[config.mk]
export PLATFORM = sky130hd
export DESIGN_NAME = flag_unit
export DESIGN_NICKNAME = d
export VERILOG_FILES = /design/src/rtl/flag_unit.sv
export SDC_FILE = /design/constraint.sdc
export NUM_CORES = 1
export LEC_CHECK = 0
export ABC_AREA = 1
export BUFFER_PORTS_ARGS = -buffer_cell sky130_fd_sc_hd__buf_2
export CAP_MARGIN = 10
export CORE_UTILIZATION = 42
export CTS_CLUSTER_DIAMETER = 60
export CTS_CLUSTER_SIZE = 20
export DETAILED_ROUTE_END_ITERATION = 8
export GPL_TIMING_DRIVEN = 0
export PLACE_DENSITY = 0.78
export SYNTH_ARGS = -nofsm -noshare
export SYNTH_HDL_FRONTEND = slang
export SYNTH_SLANG_ARGS = --single-unit
[constraint.sdc]
create_clock -name clk -period 0.9 [get_ports clk]
set_input_delay 0.135 -clock clk [delete_from_list [all_inputs] [get_ports clk]]
set_output_delay 0.135 -clock clk [all_outputs]
set_load 0.03 [all_outputs]
[src/rtl/flag_unit.sv]
module flag_unit (
  input  logic        clk,
  input  logic        rst_n,
  input  logic        upd_en,
  input  logic [1:0]  op_kind,
  input  logic        word_sz,
  input  logic [15:0] opa,
  input  logic [15:0] opb,
  input  logic [15:0] res,
  input  logic [2:0]  ctl_set,
  input  logic [2:0]  ctl_clr,
  input  logic        load_en,
  input  logic [15:0] load_word,
  output logic [15:0] flags
);
  localparam int CF = 0, PF = 2, AF = 4, ZF = 6, SF = 7, TF = 8, OF = 11;
  localparam logic [15:0] ACTIVE = 16'h0FD5;
  localparam logic [15:0] FIXED  = 16'h0002;
  localparam logic [1:0]  OP_ADD = 2'b00, OP_SUB = 2'b01, OP_LOG = 2'b10;

  logic [16:0] sum_w;
  logic [8:0]  sum_b;
  logic        a_s, b_s, r_s;
  logic        c_add, c_sub, v_add, v_sub;
  logic        aux, zer, par;

  assign sum_w = {1'b0, opa} + {1'b0, opb};
  assign sum_b = {1'b0, opa[7:0]} + {1'b0, opb[7:0]};

  assign a_s = word_sz ? opa[15] : opa[7];
  assign b_s = word_sz ? opb[15] : opb[7];
  assign r_s = word_sz ? res[15] : res[7];

  assign c_add = word_sz ? sum_w[16] : sum_b[8];
  assign c_sub = word_sz ? (opa < opb) : (opa[7:0] < opb[7:0]);
  assign v_add = (a_s == b_s) && (r_s != a_s);
  assign v_sub = (a_s != b_s) && (r_s != a_s);

  assign aux = opa[4] ^ opb[4] ^ res[4];
  assign zer = word_sz ? (res == 16'h0000) : (res[7:0] == 8'h00);
  assign par = ~^res[7:0];

  always_ff @(posedge clk or negedge rst_n) begin
    if (!rst_n) begin
      flags <= FIXED;
    end else if (load_en) begin
      flags <= (load_word & ACTIVE) | FIXED;
    end else begin
      if (upd_en && op_kind != 2'b11) begin
        flags[PF] <= par;
        flags[ZF] <= zer;
        flags[SF] <= r_s;
        case (op_kind)
          OP_ADD: begin
            flags[CF] <= c_add;
            flags[AF] <= aux;
            flags[OF] <= v_add;
          end
          OP_SUB: begin
            flags[CF] <= c_sub;
            flags[AF] <= aux;
            flags[OF] <= v_sub;
          end
          OP_LOG: begin
            flags[CF] <= 1'b0;
            flags[OF] <= 1'b0;
          end
          default: ;
        endcase
      end
      for (int k = 0; k < 3; k++)
        flags[TF+k] <= (flags[TF+k] | ctl_set[k]) & ~ctl_clr[k];
    end
  end
endmodule


# Yosys cells after proc, flatten, opt, wreduce, memory -nomap -nowiden

Cells that the tools add are included.

$add $sub $neg: 2
$lt $le $gt $ge: 2
Equal/unequal tests: 6
Mux-type cells: 18
Bitwise logic cells: 11
Reductions and logical operators: 13

Operator list:

| kind                                                 | count |
|---|---|
| adder 16 x 16 -> 17 bit                              | 1 |
| logical NOT 16 bit                                   | 1 |
| less-than comparator 16 bit                          | 1 |
| 2-to-1 mux 1 bit                                     | 14 |
| adder 8 x 8 -> 9 bit                                 | 1 |
| logical NOT 8 bit                                    | 1 |
| less-than comparator 8 bit                           | 1 |
| XNOR reduction 8 bit                                 | 1 |
| 2-to-1 mux 6 bit                                     | 1 |
| case mux 1 bit (3 select lines)                      | 2 |
| AND reduction 2 bit                                  | 2 |
| nonzero test 2 bit                                   | 2 |
| nonzero test 4 bit                                   | 1 |
| bitwise AND 1 bit                                    | 3 |
| logical AND 1 bit                                    | 3 |
| inverter 1 bit                                       | 3 |
| OR 1 bit                                             | 3 |
| equality test 2 x 1 -> 1 bit (second input constant) | 1 |
| equality test 2 bit (second input constant)          | 1 |
| logical NOT 2 bit                                    | 1 |
| 2-to-1 mux 2 bit                                     | 1 |
| != test 1 bit                                        | 2 |
| != test 2 bit (second input constant)                | 1 |
| OR reduction 2 bit                                   | 1 |
| other kinds (2)                                      | 3 |

Bits in registers: 9
Input port bits: 77
Output and inout port bits: 16
Logic and storage cells: 56

# Longest topological paths before layout

Depth in word-level cells: 6
Depth in mapped cells: 15
Depth with buffers taken out: 15

# Worst setup path before layout

Ideal clock, no wire load.

Kind: input -> register
Start point: input port opb[7]
End point: register flags[0]
Setup time: 0.117 ns
Data arrival time: 1.098 ns
Required time: 0.783 ns
Setup slack: -0.315 ns
Stages: 12
Path buffers: 0
Path through: inv_1 ha_1 inv_1 a21oi_1 a21boi_1 nand2_1 nand2_1 nand2_1 nand2_1 nand3_1 nand2_1 nand2_1

Word-level cells in the longest chain between the ends: 5
Elaborated cells between the ends (all ways): 9
Classes of those cells: add/sub (2); order compare (2); mux (5)

RTL lines:

| item                                                  | RTL line | text |
|---|---|---|
| from (decl)                                           | 8        | `input logic [15:0] opb,` |
| adder 16 x 16 -> 17 bit, or another cell as far along | 27       | `assign sum_w = {1'b0, opa} + {1'b0, opb};` |
| 2-to-1 mux 1 bit (on tied branches)                   | 34, 35   |  |
| case mux 1 bit (3 select lines) (*)                   | 53       | `case (op_kind)` |
| 2-to-1 mux 1 bit (*)                                  | 49       | `if (upd_en && op_kind != 2'b11) begin` |
| 2-to-1 mux 1 bit (*)                                  | 46       | `end else if (load_en) begin` |
| to (signal assigned)                                  | 47       | `flags <= (load_word & ACTIVE) \| FIXED;` |
| to (signal, indexed assignment)                       | 50       | `flags[PF] <= par;` |
| to (signal, indexed assignment)                       | 51       | `flags[ZF] <= zer;` |
| to (decl)                                             | 14       | `output logic [15:0] flags` |

Every way passes the cells marked *; elsewhere a longest branch is shown, timed or not. The select of a mux whose other input is x is not followed.
A chain may end at the register's enable or synchronous reset.

# Final worst setup path

Start point: input port opb[5]
End point: register flags[0]

Same word-level chain as after synthesis.

==> results.json <==
{
  "synthesis.area_mm2": 0.001573,
  "hold_class": "input pin to register",
  "postRouteAntennaNets": 0,
  "cts_tree": "built",
  "grt_overflow": 0,
  "initial_core_util_pct": 45.35,
  "area.growth.synth_to_final_pct": 68.50,
  "timing.final.ws_setup_ns": -0.2125,
  "fmax_mhz": 898.8,
  "post-route-min-period_ns": 1.113,
  "core-area_mm2": 0.003468,
  "placedInstanceArea_mm2": 0.002265,
  "critPathKind": "input pin to register",
  "largest_register_ffs": 9,
  "vias": 1701,
  "clkTransAtPathRegs_ns": 0.04,
  "synthCells": 230,
  "layout_common_cells": "nand2_1, buf_2, inv_1",
  "drive_gt1_share_pct": 46.91,
  "hold_violations": 0,
  "stdcell_count": 370,
  "slew_violations": 0,
  "routedWlPerCell_um": 10.37,
  "post-place-ws_ns": -0.5621,
  "grt_pass1_wl_mm": 6.244,
  "fin_skew_ns": 0,
  "wirelength_mm": 3.837,
  "synth_cell_types": 31,
  "vdd_ir_drop_max_uv": 409.9,
  "clockBufferDepth": 2,
  "remaining_drc_errors": 0,
  "internal_power_mw": 1.433,
  "nets": 440,
  "die_w_um": 63.20,
  "cts.sink_count": 9,
  "swShare_pct": 37.20,
  "root_buffer": "clkbuf_8",
  "power.net_switching_mw": 0.8490,
  "met1_usage_pct": 21.39,
  "setup_viol": 3,
  "grt.busiest_layer": "met2",
  "yosysSeqAreaShare_pct": 14.32,
  "grt_antenna_before_repair": 0,
  "grt_usage_pct": 19.38,
  "powerDensity_mw_per_mm2": 861.2,
  "cts_htree_levels": 1,
  "grt_max_degree": 11,
  "insertedDiodeCount": 0,
  "yosys_warnings": 0,
  "syn_area_per_cell_um2": 6.838,
  "p_comb_share_pct": 58.8,
  "ys_ff_latch": 9,
  "p_clk_share_pct": 19.5,
  "maxCapViolations": 0,
  "status": "complete, but fails checks",
  "drt_iter0_markers": 47,
  "grt_pass1_vias": 1601,
  "hold-worst-slack_ns": 0.09923,
  "dpl.hpwl_mm": 2.920,
  "top_register": "flags",
  "die_area_mm2": 0.003994,
  "seqPwrFrac_pct": 21.8,
  "drt_first_pass_iters": 4,
  "cp-end-kind": "register",
  "crit_arrival_ns": 1.23,
  "met2_usage_pct": 37.37,
  "grt_setup_unrepaired": "yes",
  "pin_count": 93,
  "grt.met3_usage_pct": 2.717,
  "die_y_um": 63.20,
  "required_ns": 1.01,
  "worstSkewPairLatency_ns": 0.22,
  "startpoint_type": "input pin",
  "post_drt_via_cell_ratio": 4.597,
  "cts_buffers": 3,
  "final_common_cell": "nand2_1",
  "port_buffers": 78,
  "rows": 21,
  "fin_crit_sh_pct": 123.6,
  "violations": "negative setup slack",
  "reg_top3": "flags: 9 flops",
  "path_max_fanout": 3,
  "power.leakage_nw": 1.437,
  "fin_area_mm2": 0.002650,
  "placed_cells": 359,
  "place.gp.congestion": 0.8111
}
-- worst max-delay path, stage by stage --
cell and delay [ns]:
buf_12 0.09, inv_12 0.03, ha_4 0.26, inv_2 0.04
a21o_1 0.16, a21boi_2 0.11, nand2_1 0.07, nand2_1 0.07
nand2_1 0.05, nand2_1 0.05, nand3_1 0.06, nand2_1 0.06
nand2_1 0.04
-- what timing repair did --
action,CTS,global route
pin swaps,23,11
resized for setup,51,21
setup endpoints to repair,11,13
buffers inserted,2,4
hold endpoints to repair,9,0
hold buffers,1,0
-- kinds of logic after synthesis --
group | synth area share, %
AOI/OAI and AO/OA | 12.33
xor gates and xnor gates | 2.785
adders and majority gates | 30.23
buffers and inverters | 15.51
DFF | 14.32
muxes | 0.7159
other | 0.4775
and+or+nand+nor | 23.63
-- routing by layer --
metal  part of all wire (%)  wire length (µm)  up-vias
met2                     52              2011       54
li1                       -                 -      897
met5                      0                 0        -
met4                    1.5                59        0
met3                    4.9               188        6
met1                     41              1577      744
-- through the flow --
stage          power, mW  TNS [ns]  util, %
2_1_floorplan      1.195   -0.4593        -
3_3_place_gp       1.542    -2.020    65.30
3_5_place_dp       1.567    -2.143    65.30
4_1_cts            2.182   -0.2819    73.41
5_1_grt            2.469   -0.6715    76.41
6_report           2.282   -0.2725    76.41
-- power by group through the flow --
stage          logic [mW]  registers (mW)  clock network [mW]
2_1_floorplan       0.602           0.594                   0
3_3_place_gp         1.06           0.486                   0
3_5_place_dp         1.08           0.489                   0
4_1_cts              1.24           0.490               0.453
5_1_grt              1.48           0.501               0.484
6_report             1.34           0.497               0.444
-- area by class of cell --
type / instances / area (µm²)
buffer: 9 / 71.32
clock buffer: 4 / 45.04
fill: 254 / 818.3
inverter: 47 / 229.0
multi-input combinational: 170 / 1424
sequential: 9 / 225.2
tap: 46 / 57.56
timing repair buffer: 85 / 598.1
-- worst paths after layout --
kind	to	cells after the start	from	slack, ns
min in group asynchronous	flags[8]	2	rst_n	0.32
min reg2reg	flags[4]	1	flags[4]	0.56
max reg2reg	flags[2]	3	flags[2]	0.10
min	flags[8]	2	ctl_clr[0]	0.1
max in group asynchronous	flags[11]	2	rst_n	0.41
max	flags[0]	13	opb[5]	-0.21
-- synthesized netlist by cell type (all sizes together) --
library cell  instances  share of area [%]
dfrtp                 9                 14
o311ai                1               0.56
nand2                60                 15
xor2                  2                1.1
inv                  47                 11
o21a                  1               0.48
o21bai                2               0.95
buf                   8                4.1
o21ai                 4                1.8
clkbuf                1               0.24
o31ai                 5                2.4
nor4                  2               0.80
and3                  1               0.40
mux2                  1               0.72
conb                  2               0.48
nor2                 15                3.7
a21oi                12                3.8
a22oi                 1               0.48
a21o                  3                1.4
xnor2                 3                1.7
ha                   38                 30
nand4                 3                1.2
a21boi                1               0.48
nand3                 7                2.2
nor3                  1               0.32
Power figures use the tool's default switching activity.
